### config.mk
export PLATFORM = sky130hd
export DESIGN_NAME = wdg_two_key_top
export DESIGN_NICKNAME = d
export VERILOG_FILES = /design/src/rtl/wdg_pkg.sv /design/src/rtl/wdg_key_gate.sv /design/src/rtl/wdg_expiry_counter.sv /design/src/rtl/wdg_reset_stretch.sv /design/src/rtl/wdg_two_key_top.sv
export SDC_FILE = /design/constraint.sdc
export NUM_CORES = 1
export LEC_CHECK = 0
export ABC_AREA = 1
export BUFFER_PORTS_ARGS = -buffer_cell sky130_fd_sc_hd__buf_2
export CORE_ASPECT_RATIO = 1.1
export CORE_MARGIN = 8
export CORE_UTILIZATION = 47
export DETAILED_ROUTE_END_ITERATION = 7
export HOLD_SLACK_MARGIN = 0.06
export PLACE_DENSITY_LB_ADDON = 0.05
export RECOVER_POWER = 100
export SLEW_MARGIN = 20
export SYNTH_ARGS = -nofsm -noshare
export SYNTH_HDL_FRONTEND = slang
export SYNTH_SLANG_ARGS = --single-unit
export TNS_END_PERCENT = 20
### constraint.sdc
create_clock -name clk -period 1.5 [get_ports clk]
set_input_delay 0.15 -clock clk [delete_from_list [all_inputs] [get_ports clk]]
set_output_delay 0.15 -clock clk [all_outputs]
set_load 0.02 [all_outputs]
### src/rtl/wdg_pkg.sv
package wdg_pkg;
  localparam logic [7:0] KEY_ARM   = 8'h55;
  localparam logic [7:0] KEY_CLEAR = 8'hAA;
  typedef logic [7:0] byte_t;
endpackage

### src/rtl/wdg_key_gate.sv
module wdg_key_gate
  import wdg_pkg::*;
#(
  parameter int          ADDR_W   = 16,
  parameter logic [15:0] SVC_ADDR = 16'h103A
) (
  input  logic              clk,
  input  logic              rst_n,
  input  logic              hold_i,
  input  logic              wr_en_i,
  input  logic [ADDR_W-1:0] wr_addr_i,
  input  byte_t             wr_data_i,
  output logic              clear_o
);
  logic armed_q;
  logic hit;
  logic is_arm, is_clr;

  assign hit    = wr_en_i && (wr_addr_i == SVC_ADDR[ADDR_W-1:0]) && !hold_i;
  assign is_arm = hit && (wr_data_i == KEY_ARM);
  assign is_clr = hit && (wr_data_i == KEY_CLEAR);
  assign clear_o = is_clr && armed_q;

  always_ff @(posedge clk or negedge rst_n) begin
    if (!rst_n)                armed_q <= 1'b0;
    else if (hold_i)           armed_q <= 1'b0;
    else if (is_arm)           armed_q <= 1'b1;
    else if (is_clr && armed_q) armed_q <= 1'b0;
  end

  AST_ARM_TAKES: assert property (@(posedge clk) disable iff (!rst_n)
    is_arm |=> armed_q);
  AST_CLEAR_NEEDS_ARM: assert property (@(posedge clk) disable iff (!rst_n)
    (is_clr && !armed_q) |=> !armed_q);
endmodule

### src/rtl/wdg_expiry_counter.sv
module wdg_expiry_counter #(
  parameter int BASE_EXP = 4
) (
  input  logic       clk,
  input  logic       rst_n,
  input  logic       enable_i,
  input  logic       hold_i,
  input  logic       clear_i,
  input  logic [1:0] sel_i,
  output logic       fire_o
);
  localparam int CW = BASE_EXP + 7;

  logic [CW-1:0] cnt_q;
  logic [CW-1:0] term;
  logic          run;

  always_comb begin
    term = (CW'(1) << (BASE_EXP + 2 * int'(sel_i))) - CW'(1);
  end

  assign run    = enable_i && !hold_i && !clear_i;
  assign fire_o = run && (cnt_q >= term);

  always_ff @(posedge clk or negedge rst_n) begin
    if (!rst_n)      cnt_q <= '0;
    else if (!run)   cnt_q <= '0;
    else if (fire_o) cnt_q <= '0;
    else             cnt_q <= cnt_q + CW'(1);
  end

  AST_HOLD_ZERO: assert property (@(posedge clk) disable iff (!rst_n)
    !enable_i |=> (cnt_q == '0));
endmodule

### src/rtl/wdg_reset_stretch.sv
module wdg_reset_stretch #(
  parameter int PULSE_LEN = 4
) (
  input  logic clk,
  input  logic rst_n,
  input  logic fire_i,
  output logic rst_req_o
);
  localparam int PW = $clog2(PULSE_LEN + 1);

  logic [PW-1:0] left_q;

  always_ff @(posedge clk or negedge rst_n) begin
    if (!rst_n)              left_q <= '0;
    else if (fire_i)         left_q <= PW'(PULSE_LEN);
    else if (left_q != '0)   left_q <= left_q - PW'(1);
  end

  assign rst_req_o = (left_q != '0);

  AST_PULSE_LEN: assert property (@(posedge clk) disable iff (!rst_n)
    $fell(rst_req_o) |-> $past(rst_req_o, 4));
  AST_PULSE_CAUSE: assert property (@(posedge clk) disable iff (!rst_n)
    $rose(rst_req_o) |-> $past(fire_i));
endmodule

### src/rtl/wdg_two_key_top.sv
module wdg_two_key_top #(
  parameter int          BASE_EXP  = 4,
  parameter int          PULSE_LEN = 4,
  parameter int          ADDR_W    = 16,
  parameter logic [15:0] SVC_ADDR  = 16'h103A
) (
  input  logic              clk,
  input  logic              rst_n,
  input  logic              enable,
  input  logic [1:0]        tmo_sel,
  input  logic              wr_en,
  input  logic [ADDR_W-1:0] wr_addr,
  input  logic [7:0]        wr_data,
  output logic              rst_req
);
  logic clear, fire;

  wdg_key_gate #(.ADDR_W(ADDR_W), .SVC_ADDR(SVC_ADDR)) u_key (
    .clk(clk), .rst_n(rst_n), .hold_i(rst_req),
    .wr_en_i(wr_en), .wr_addr_i(wr_addr), .wr_data_i(wr_data),
    .clear_o(clear)
  );

  wdg_expiry_counter #(.BASE_EXP(BASE_EXP)) u_cnt (
    .clk(clk), .rst_n(rst_n), .enable_i(enable), .hold_i(rst_req),
    .clear_i(clear), .sel_i(tmo_sel), .fire_o(fire)
  );

  wdg_reset_stretch #(.PULSE_LEN(PULSE_LEN)) u_pulse (
    .clk(clk), .rst_n(rst_n), .fire_i(fire), .rst_req_o(rst_req)
  );

  AST_QUIET_WHEN_OFF: assert property (@(posedge clk) disable iff (!rst_n)
    (!enable && !rst_req) |=> !rst_req);
  AST_CLEAR_BLOCKS_FIRE: assert property (@(posedge clk) disable iff (!rst_n)
    (clear && !rst_req) |=> !rst_req);
endmodule

==> results.cfg, run 1 <==
[outcome]
status = complete, but fails checks
violations = negative setup slack

[timing]
slew_viol_final = 0
max_clock_freq_mhz = 631
finClkSkew_ns = 0.00215
rsz0062_at_grt = yes
worst_slack_ns = -0.0851
finalSetupViolations = 13
finalSetupTns_ns = -0.563
maxSlewHeadroom_pct = 46.2
period_needed_ns = 1.59
hold_viol = 0
period_share_pct = 106
worst_slew_pin_slew_ns = 0.807

[power]
ir_drop_mv = 0.871
power_mw = 1.19
power-per-cell-area_mw_per_mm2 = 722
leakagePower_nw = 0.848

[finish]
diodes = 0
layout-drive-gt1-share_pct = 34.4
syn_to_final_growth_pct = 36.4
n_fill_cell = 229
layout.nets = 263

[setup_path]
crit_family = simple AND/OR/NAND/NOR gates
worstPathMaxFanout = 6
path_cells = ha_1, nand2_2, inv_2, nand2_1, nand2_1, nand2_1, nand4_1, inv_2, nand3_4, nor2_4
cpMostUsedCell = nand2_1
crit_path_top_delay_cell = dfrtp_1
critPathKind = reg2reg
crit_path_end_kind = flop
critPathBufInv = 2
cp.required_ns = 1.71
critPathArrivalTime_ns = 1.80
cp-start-kind = flop
cpPeakStageDelay_ns = 0.39

[clock_tree]
htree_levels = 1
cts_made_buffers = 3
tritoncts = yes
cts.clk_slew.worst_paths_ns = 0.09
clk_latency_ns = 0.28
cts.path.max_buffers = 2
cts-root-buf = clkbuf_4
clock-sinks = 15

[floorplan]
core_area_sq_mm = 0.00247
fp.dieW_um = 64.4
start_util_pct = 49.0
top_level_ports = 31
die_area_sq_mm = 0.00446
rows = 19
die_h_um = 69.3

[global_routing]
overflow = 0
grt_usage_pct = 12.5
grt_pass1_wl_um = 4720
grt_max_degree = 16
grt_pass1_vias = 1151
grt_antenna_before_repair = 0

[placed_design]
gp_congestion = 0.824
io_buffers = 30
dp_hpwl_um = 2150

[synthesis]
yosysSeqAreaShare_pct = 31.0
syn_inst = 167
synth_cell_type_count = 22
synth_area_leaders = dfrtp_1, ha_1, nand2_1, inv_1, nor2_1
ys_warn_count = 0
synth_largest_area_cell = dfrtp_1
synth_top_area_share_pct = 31.0
syn-cell-area_sq_mm = 0.00121
ys_seq_elements = 15
synth_area_per_cell_sq_um = 7.26

[drt]
vias = 1169
drc_errors = 0
viasPerCell = 4.69
wl_per_cell_um = 11.2
drt_iter0_drc = 34
routed_wl_um = 2790
antenna_left = 0
dr.pass1.iters = 4

[min_path]
min_path_type = in2reg

[run]
max_cap_violations = 0
==> metrics by stage <==
step                      std cells  utilization [%]  setup WS, ns  hold WS [ns]  instance area [sq um]
final                           249             66.9       -0.0851         0.141                   1650
after global placement          238             59.3        -0.131        0.0697                   1470
after global routing            249             66.9        -0.199         0.142                   1650
after CTS                       248             64.7       -0.0523         0.139                   1600
after floorplan                 169                -        0.0403        -0.146                   1220
after detailed placement        238             59.3        -0.167        0.0709                   1470
==> cells by family (layout without fill, tap and decap cells) <==
| group | count (synthesis) | after routing | synth area share [%] |
|---|---|---|---|
| other | 1 | 3 | 0.309 |
| XOR/XNOR | 10 | 10 | 7.22 |
| adder cells (fa/ha/maj) | 14 | 14 | 14.4 |
| flip-flops | 15 | 15 | 31.0 |
| buffers and inverters | 31 | 79 | 10.2 |
| AND/OR/NAND/NOR | 92 | 93 | 35.2 |
| AO/OA/AOI/OAI | 4 | 4 | 1.65 |
==> registers in the layout (all words and copies together), names as in the netlist <==
register and cells:
u_pulse.left_q 3, u_cnt.cnt_q 11, u_key.armed_q 1
==> synthesized netlist by cell type <==
master	n
nor3_2	1
nand3_2	3
nand2_2	1
buf_6	1
nor2_2	6
o21ai_0	2
and2_1	1
xnor2_1	4
a21oi_1	2
nand4_1	4
nand3_1	10
inv_2	1
nor2_1	26
nor2_4	1
nand2_1	37
nand3b_1	1
conb_1	1
dfrtp_1	15
xor2_1	6
ha_1	14
nor4_1	1
inv_1	29
==> power breakdown <==
group / internal (mW) / switching [mW]
clock network: 0.103 / 0.124
logic: 0.200 / 0.266
registers: 0.458 / 0.0424
total: 0.761 / 0.433
==> layer usage <==
layer	wire, um	track usage, %	vias up
li1	-	-	617
met1	1160	14.4	522
met2	1400	20.9	22
met3	150	3.07	8
met4	69	5.58	0
met5	0	0	-
==> worst paths after layout <==
path,end,slack [ns],startpoint,depth (start not counted)
max,u_cnt.cnt_q[9]$_DFF_PN0_,-0.09,u_cnt.cnt_q[5]$_DFF_PN0_,10
min,u_key.armed_q$_DFFE_PN0P_,0.14,wr_data[1],4
max reg2reg,u_cnt.cnt_q[9]$_DFF_PN0_,-0.09,u_cnt.cnt_q[5]$_DFF_PN0_,10
min reg2reg,u_cnt.cnt_q[0]$_DFF_PN0_,0.51,u_cnt.cnt_q[0]$_DFF_PN0_,1
max in group asynchronous,u_pulse.left_q[2]$_DFFE_PN0P_,0.53,rst_n,2
min in group asynchronous,u_cnt.cnt_q[2]$_DFF_PN0_,0.47,rst_n,2
==> area by class of cell <==
type / count / area, sq um / share of cell area (%)
Clock buffer: 4 / 26.3 / 1.59
Inverter: 30 / 113 / 6.81
Tap cell: 31 / 38.8 / 2.34
Timing Repair Buffer: 45 / 264 / 16.0
Sequential cell: 15 / 375 / 22.7
Multi-Input combinational cell: 124 / 837 / 50.6
==> timing repair <==
| action | 4_1_cts | 5_1_grt |
|---|---|---|
| gates cloned | 1 | 0 |
| setup endpoints to repair | 14 | 14 |
| hold endpoints to repair | 15 | 0 |
| pin swaps | 6 | 5 |
| resized for setup | 11 | 7 |
| hold buffers | 1 | 0 |
| buffers inserted | 4 | 1 |
==> worst reg2reg max path: cells and delay by family (launching register included) <==
kind | cells | cell delay (ns)
adder cells (fa/ha/maj) | 1 | 0.29
buffers and inverters | 2 | 0.18
flip-flops | 1 | 0.39
AND/OR/NAND/NOR | 7 | 0.65
==> layout by cell type (no fill, tap or decap), types with 5 or more instances in the layout <==
master / count
nor2_2: 9
nor2_1: 22
xor2_1: 6
ha_4: 5
dfrtp_1: 15
inv_1: 27
buf_4: 14
ha_1: 9
nand3_1: 9
buf_2: 29
nand2_1: 35
No activity file was read; power rests on OpenSTA's default activity.
==> run 2, diff against run 1 <==
SYNTH_HIERARCHICAL = 1   (was unset)
==> run 2 against run 1 <==
  * The run still ends with negative setup slack left
  * Cell count grew 3.6%
  * Critical path depth grew 1
  * Register-to-register slack lost 0.12 ns
  * Sequential share of layout area shrank 0.20 points
  * Hold slack gained 0.028 ns
  * Via count grew 3.8%
  * Clock skew shrank 0.00084 ns
  * Utilization grew 0.61 points
  * Largest power group is now combinational logic
==> results.cfg, run 2 <==
[synthesis]
synth_largest_area_cell = dfrtp_1
synth-main-ff-cell = dfrtp_1
synth_top_family_by_area = simple AND/OR/NAND/NOR gates
yosys-top-cells-count = nor2_1, nand2_1, inv_1, dfrtp_1, ha_1
synth_mux_area_share_pct = 0
synth_cell_type_count = 21
synth_compound_gate_area_share_pct = 2.28
syn-cell-area_sq_mm = 0.00120
yosys.area_share.simple_pct = 38.2
yosysSeqAreaShare_pct = 31.2
synth_area_per_cell_sq_um = 7.05
synth-edff-count = 0
syn_inst = 171
synth_top_area_share_pct = 31.2
synthAdderAreaFrac_pct = 14.5
ys_async_sr_fraction_pct = 100
ys_seq_elements = 15
ys_warn_count = 6
synth_area_leaders = dfrtp_1, ha_1, nor2_1, nand2_1, inv_1
synth_most_common_cell = nor2_1
synth_xor_area_share_pct = 5.09

[floorplan]
top_level_ports = 31
fp.dieW_um = 64.3
rows = 19
start_util_pct = 48.7
die_area_sq_mm = 0.00444
core_area_sq_mm = 0.00247
die_h_um = 69.1

[finish]
most-common-layout-cells = nor2_1, nand2_1, buf_2
fin_area_sq_mm = 0.00167
diodes = 0
top_regs = u_cnt/cnt_q (11), u_pulse/left_q (3), u_key/armed_q (1)
layout.nets = 272
layout-drive-gt1-share_pct = 32.2
syn_to_final_growth_pct = 38.5
top_register = u_cnt/cnt_q
largest_register_ff_count = 11
utilization_pct = 67.5
n_fill_cell = 231

[timing]
worst_slack_ns = -0.209
finalSetupTns_ns = -2.70
worst_slew_pin_slew_ns = 0.888
hold_viol = 0
period_needed_ns = 1.71
period_share_pct = 114
finalSetupViolations = 14
rsz0062_at_grt = yes
maxSlewHeadroom_pct = 40.8
slew_viol_final = 0
max_clock_freq_mhz = 585
finClkSkew_ns = 0.00131

[setup_path]
crit_path_top_delay_cell = dfrtp_1
cp-start-kind = flop
path_cells = inv_2, ha_4, nand2_8, nor3_4, nand4_1, nor2_2, nor3b_4, a21boi_4, inv_2, nand4_1, nand2_1
worstPathMaxFanout = 4
critPathKind = reg2reg
cp.required_ns = 1.73
crit_path_end_kind = flop
cpPeakStageDelay_ns = 0.40
critPathArrivalTime_ns = 1.94

[global_routing]
grt_pass1_vias = 1263
overflow = 0
grt_usage_pct = 14.0
grt_pass1_wl_um = 5040
grt_antenna_before_repair = 0
grt_max_degree = 16

[outcome]
status = complete, but fails checks
violations = negative setup slack

[clock_tree]
cts.clk_slew.worst_paths_ns = 0.09
cts.path.max_buffers = 2
tritoncts = yes
cts_made_buffers = 3
clk_latency_ns = 0.29
htree_levels = 1
clock-sinks = 15
cts-root-buf = clkbuf_4

[drt]
vias = 1213
viasPerCell = 4.70
dr.pass1.iters = 4
wl_per_cell_um = 11.9
drt_iter0_drc = 22
drc_errors = 0
antenna_left = 0
routed_wl_um = 3060

[power]
power-per-cell-area_mw_per_mm2 = 845
ir_drop_mv = 0.978
leakagePower_nw = 0.854

[run]
max_cap_violations = 0

[placed_design]
gp_congestion = 0.801
dp_slack_ns = -0.260
place_area_sq_mm = 0.00155
io_buffers = 30
dp_hpwl_um = 2420

[min_path]
min_path_type = in2reg
-- run 2: worst max-delay path: cells and delay by family (launching register included) --
family,cells,cell delay [ns]
fa+ha+maj,1,0.17
compound gates,1,0.15
flops,1,0.40
buf+inv,2,0.16
simple gates,7,0.76
-- run 2: logic make-up (layout without fill, tap and decap cells) --
logic type               after synthesis  count (layout)
buffers and inverters                 25              79
other                                  1               3
AO/OA/AOI/OAI                          5               5
XOR/XNOR                               7               7
flip-flops                            15              15
adder cells (fa/ha/maj)               14              14
AND/OR/NAND/NOR                      104             104
-- run 2: path summary, 6_finish.rpt --
check	start	end	slack [ns]	cells after the start
max in group asynchronous	rst_n	u_cnt/cnt_q[8]$_DFF_PN0_	0.46	2
worst min-delay path	wr_addr[2]	u_key/armed_q$_DFFE_PN0P_	0.17	4
min in group asynchronous	rst_n	u_cnt/cnt_q[6]$_DFF_PN0_	0.50	2
worst max register to register	u_pulse/left_q[1]$_DFFE_PN0P_	u_pulse/left_q[1]$_DFFE_PN0P_	-0.21	11
worst min register to register	u_pulse/left_q[2]$_DFFE_PN0P_	u_pulse/left_q[2]$_DFFE_PN0P_	0.54	3
worst max-delay path	u_pulse/left_q[1]$_DFFE_PN0P_	u_pulse/left_q[1]$_DFFE_PN0P_	-0.21	11
-- run 2: timing repair --
action	in CTS	in global routing
setup endpoints to repair	14	15
endpoints found under the hold margin	15	0
gates resized for setup	9	2
pin swaps	6	7
buffers inserted	0	3
hold buffers	1	0
-- run 2: layer usage --
layer / vias up / track usage, % / routed length [um]
li1: 641 / - / -
met1: 539 / 12.9 / 1200
met2: 25 / 26.0 / 1680
met3: 8 / 3.55 / 100
met4: 0 / 8.98 / 79
met5: - / 0 / 0
-- run 2: metrics by stage --
step	total power, mW	std cells	hold slack, ns
after floorplan	0.884	173	-0.146
after global placement	1.09	250	0.0769
after detailed placement	1.10	250	0.0807
after CTS	1.36	255	0.173
after global routing	1.51	258	0.163
final	1.41	258	0.168
-- run 2: power breakdown --
| part | internal (mW) | switching [mW] | total [mW] |
|---|---|---|---|
| Sequential | 0.457 | 0.0339 | 0.490 |
| Clock | 0.103 | 0.135 | 0.238 |
| Combinational | 0.341 | 0.341 | 0.682 |
-- run 2: final cells by class --
class                      instances  area, sq um  area share (%)
clock buffer                       4         26.3            1.57
inverter                          24         90.1            5.40
multi-input combinational        133          817            49.0
sequential                        15          375            22.5
tap                               31         38.8            2.32
timing repair buffer              51          322            19.3
==> run 3, diff against run 2 <==
CORE_MARGIN = unset   (was 8)
CTS_BUF_LIST = sky130_fd_sc_hd__clkbuf_8 sky130_fd_sc_hd__clkbuf_16   (was unset)
==> run 3 against run 2 <==
  * The run still ends with negative setup slack left
  * Clock power is 35% higher
  * Combinational power down 1%
  * Design area increased by 4.3%
  * Wire length is 8.3% lower
  * Fmax up 1.4%
  * Global-route usage up 8.7 points
  * Sequential share of layout area down 0.92 points
  * Non-clock buffer count up 1
  * Clock skew about the same
  * Critical endpoint is now u_pulse/left_q[0]$_DFFE_PN0P_
==> results.cfg, run 3 (same netlist as run 2, synthesis figures left out) <==
[finish]
utilization_pct = 74.3
layout-drive-gt1-share_pct = 34.5
largest_register_ff_count = 11
top_register = u_cnt/cnt_q
top_regs = u_cnt/cnt_q (11), u_pulse/left_q (3), u_key/armed_q (1)
layout.nets = 274
diodes = 0
fin_area_sq_mm = 0.00174
most-common-layout-cells = nor2_1, nand2_1, buf_2
n_fill_cell = 185
layout.cells.non_filler = 259
syn_to_final_growth_pct = 44.4

[timing]
hold_slack_ns = 0.218
period_needed_ns = 1.69
worst_slack_ns = -0.185
maxSlewHeadroom_pct = 43.5
worst_slew_pin_slew_ns = 0.847
rsz0062_at_grt = yes
hold_viol = 0
period_share_pct = 112
slew_viol_final = 0
finalSetupViolations = 14
finalSetupTns_ns = -2.21
finClkSkew_ns = 0.00159
max_clock_freq_mhz = 593

[placed_design]
dp_slack_ns = -0.245
io_buffers = 30
dp_hpwl_um = 2140
gp_congestion = 0.773
place_area_sq_mm = 0.00154
dp.cells = 248

[min_path]
min_path_type = in2reg

[clock_tree]
cts_made_buffers = 3
cts-root-buf = clkbuf_8
cts.clk_slew.worst_paths_ns = 0.06
clk_latency_ns = 0.25
cts.path.max_buffers = 2
clock-sinks = 15
htree_levels = 1
tritoncts = yes

[drt]
drc_errors = 0
viasPerCell = 4.83
vias = 1251
dr.pass1.iters = 4
antenna_left = 0
routed_wl_um = 2810
drt_iter0_drc = 12
wl_per_cell_um = 10.8

[outcome]
violations = negative setup slack
status = complete, but fails checks

[setup_path]
crit_family = simple AND/OR/NAND/NOR gates
critPathBufInv = 2
critPathArrivalTime_ns = 1.87
cp.required_ns = 1.69
cpPeakStageDelay_ns = 0.39
crit_path_top_delay_cell = dfrtp_1
cp-start-kind = flop
path_cells = inv_2, ha_4, nand2_8, nor3_4, nand4_1, nor2_1, nor3b_2, a21boi_4, inv_2, nand4_1, nand2_1
worstPathMaxFanout = 4
critPathKind = reg2reg
crit_path_end_kind = flop

[global_routing]
grt_pass1_wl_um = 4670
overflow = 0
grt_max_degree = 16
grt_pass1_vias = 1211
grt_usage_pct = 22.7
grt_antenna_before_repair = 0

[power]
seq_power_share_pct = 33.0
p_sw_uw = 523
intPower_uw = 965
power-per-cell-area_mw_per_mm2 = 855
power_mw = 1.49
leakagePower_nw = 0.866
swShare_pct = 35.2
ir_drop_mv = 1.10
p_clk_share_pct = 21.6
pwr-share-comb_pct = 45.3

[floorplan]
top_level_ports = 31
start_util_pct = 51.4
rows = 18
die_area_sq_mm = 0.00277
core_area_sq_mm = 0.00234
fp.dieW_um = 50.3
die_h_um = 55.1

[run]
max_cap_violations = 0
## run 3: cell count changes in the layout (fill, tap and decap cells not counted), sizes merged
cell / change
nand3: +1
inv: +1
buf: +1
clkbuf: -1
## run 3: cell type report
cell class / instances / area (sq um) / share of cell area (%)
Clock buffer: 3 / 41.3 / 2.37
Clock inverter: 1 / 3.75 / 0.216
Inverter: 24 / 90.1 / 5.18
Multi-Input combinational cell: 134 / 876 / 50.3
Sequential cell: 15 / 375 / 21.6
Tap cell: 30 / 37.5 / 2.16
Timing Repair Buffer: 52 / 317 / 18.2
## run 3: repair_timing
item | 4_1_cts | 5_1_grt
endpoints found under the hold margin | 15 | 0
setup buffers | 3 | 2
pin swaps | 14 | 9
endpoints found under the setup margin | 14 | 14
resized for setup | 11 | 4
cloned | 0 | 1
hold buffers | 1 | 0
## run 3: power by group through the flow
stage	clock network [mW]	logic, mW	registers [mW]
final	0.322	0.675	0.492
after global placement	0	0.571	0.494
after floorplan	0	0.389	0.496
after CTS	0.324	0.639	0.489
after detailed placement	0	0.589	0.496
after global routing	0.341	0.750	0.495
## run 3: layer usage
layer	vias to the layer above	share of wire [%]	wire (um)	track usage, %
met5	-	0	0	0
met4	0	1.2	34	8.57
met3	4	2.5	71	1.64
met2	27	54	1510	48.0
met1	574	42	1190	23.5
li1	646	-	-	-
## run 3: final timing paths
check / from / to / slack, ns / cells after the start
setup / recovery: u_pulse/left_q[1]$_DFFE_PN0P_ / u_pulse/left_q[0]$_DFFE_PN0P_ / -0.19 / 11
hold / removal: wr_addr[2] / u_key/armed_q$_DFFE_PN0P_ / 0.22 / 4
setup reg to reg: u_pulse/left_q[1]$_DFFE_PN0P_ / u_pulse/left_q[0]$_DFFE_PN0P_ / -0.19 / 11
hold reg to reg: u_pulse/left_q[2]$_DFFE_PN0P_ / u_pulse/left_q[2]$_DFFE_PN0P_ / 0.54 / 3
max in group asynchronous: rst_n / u_cnt/cnt_q[7]$_DFF_PN0_ / 0.45 / 2
min in group asynchronous: rst_n / u_pulse/left_q[0]$_DFFE_PN0P_ / 0.53 / 2
## run 3: worst min-delay path, stage by stage
cell and delay (ns):
buf_2 0.10, nor3_4 0.04, nand4_1 0.08, nand2_1 0.05
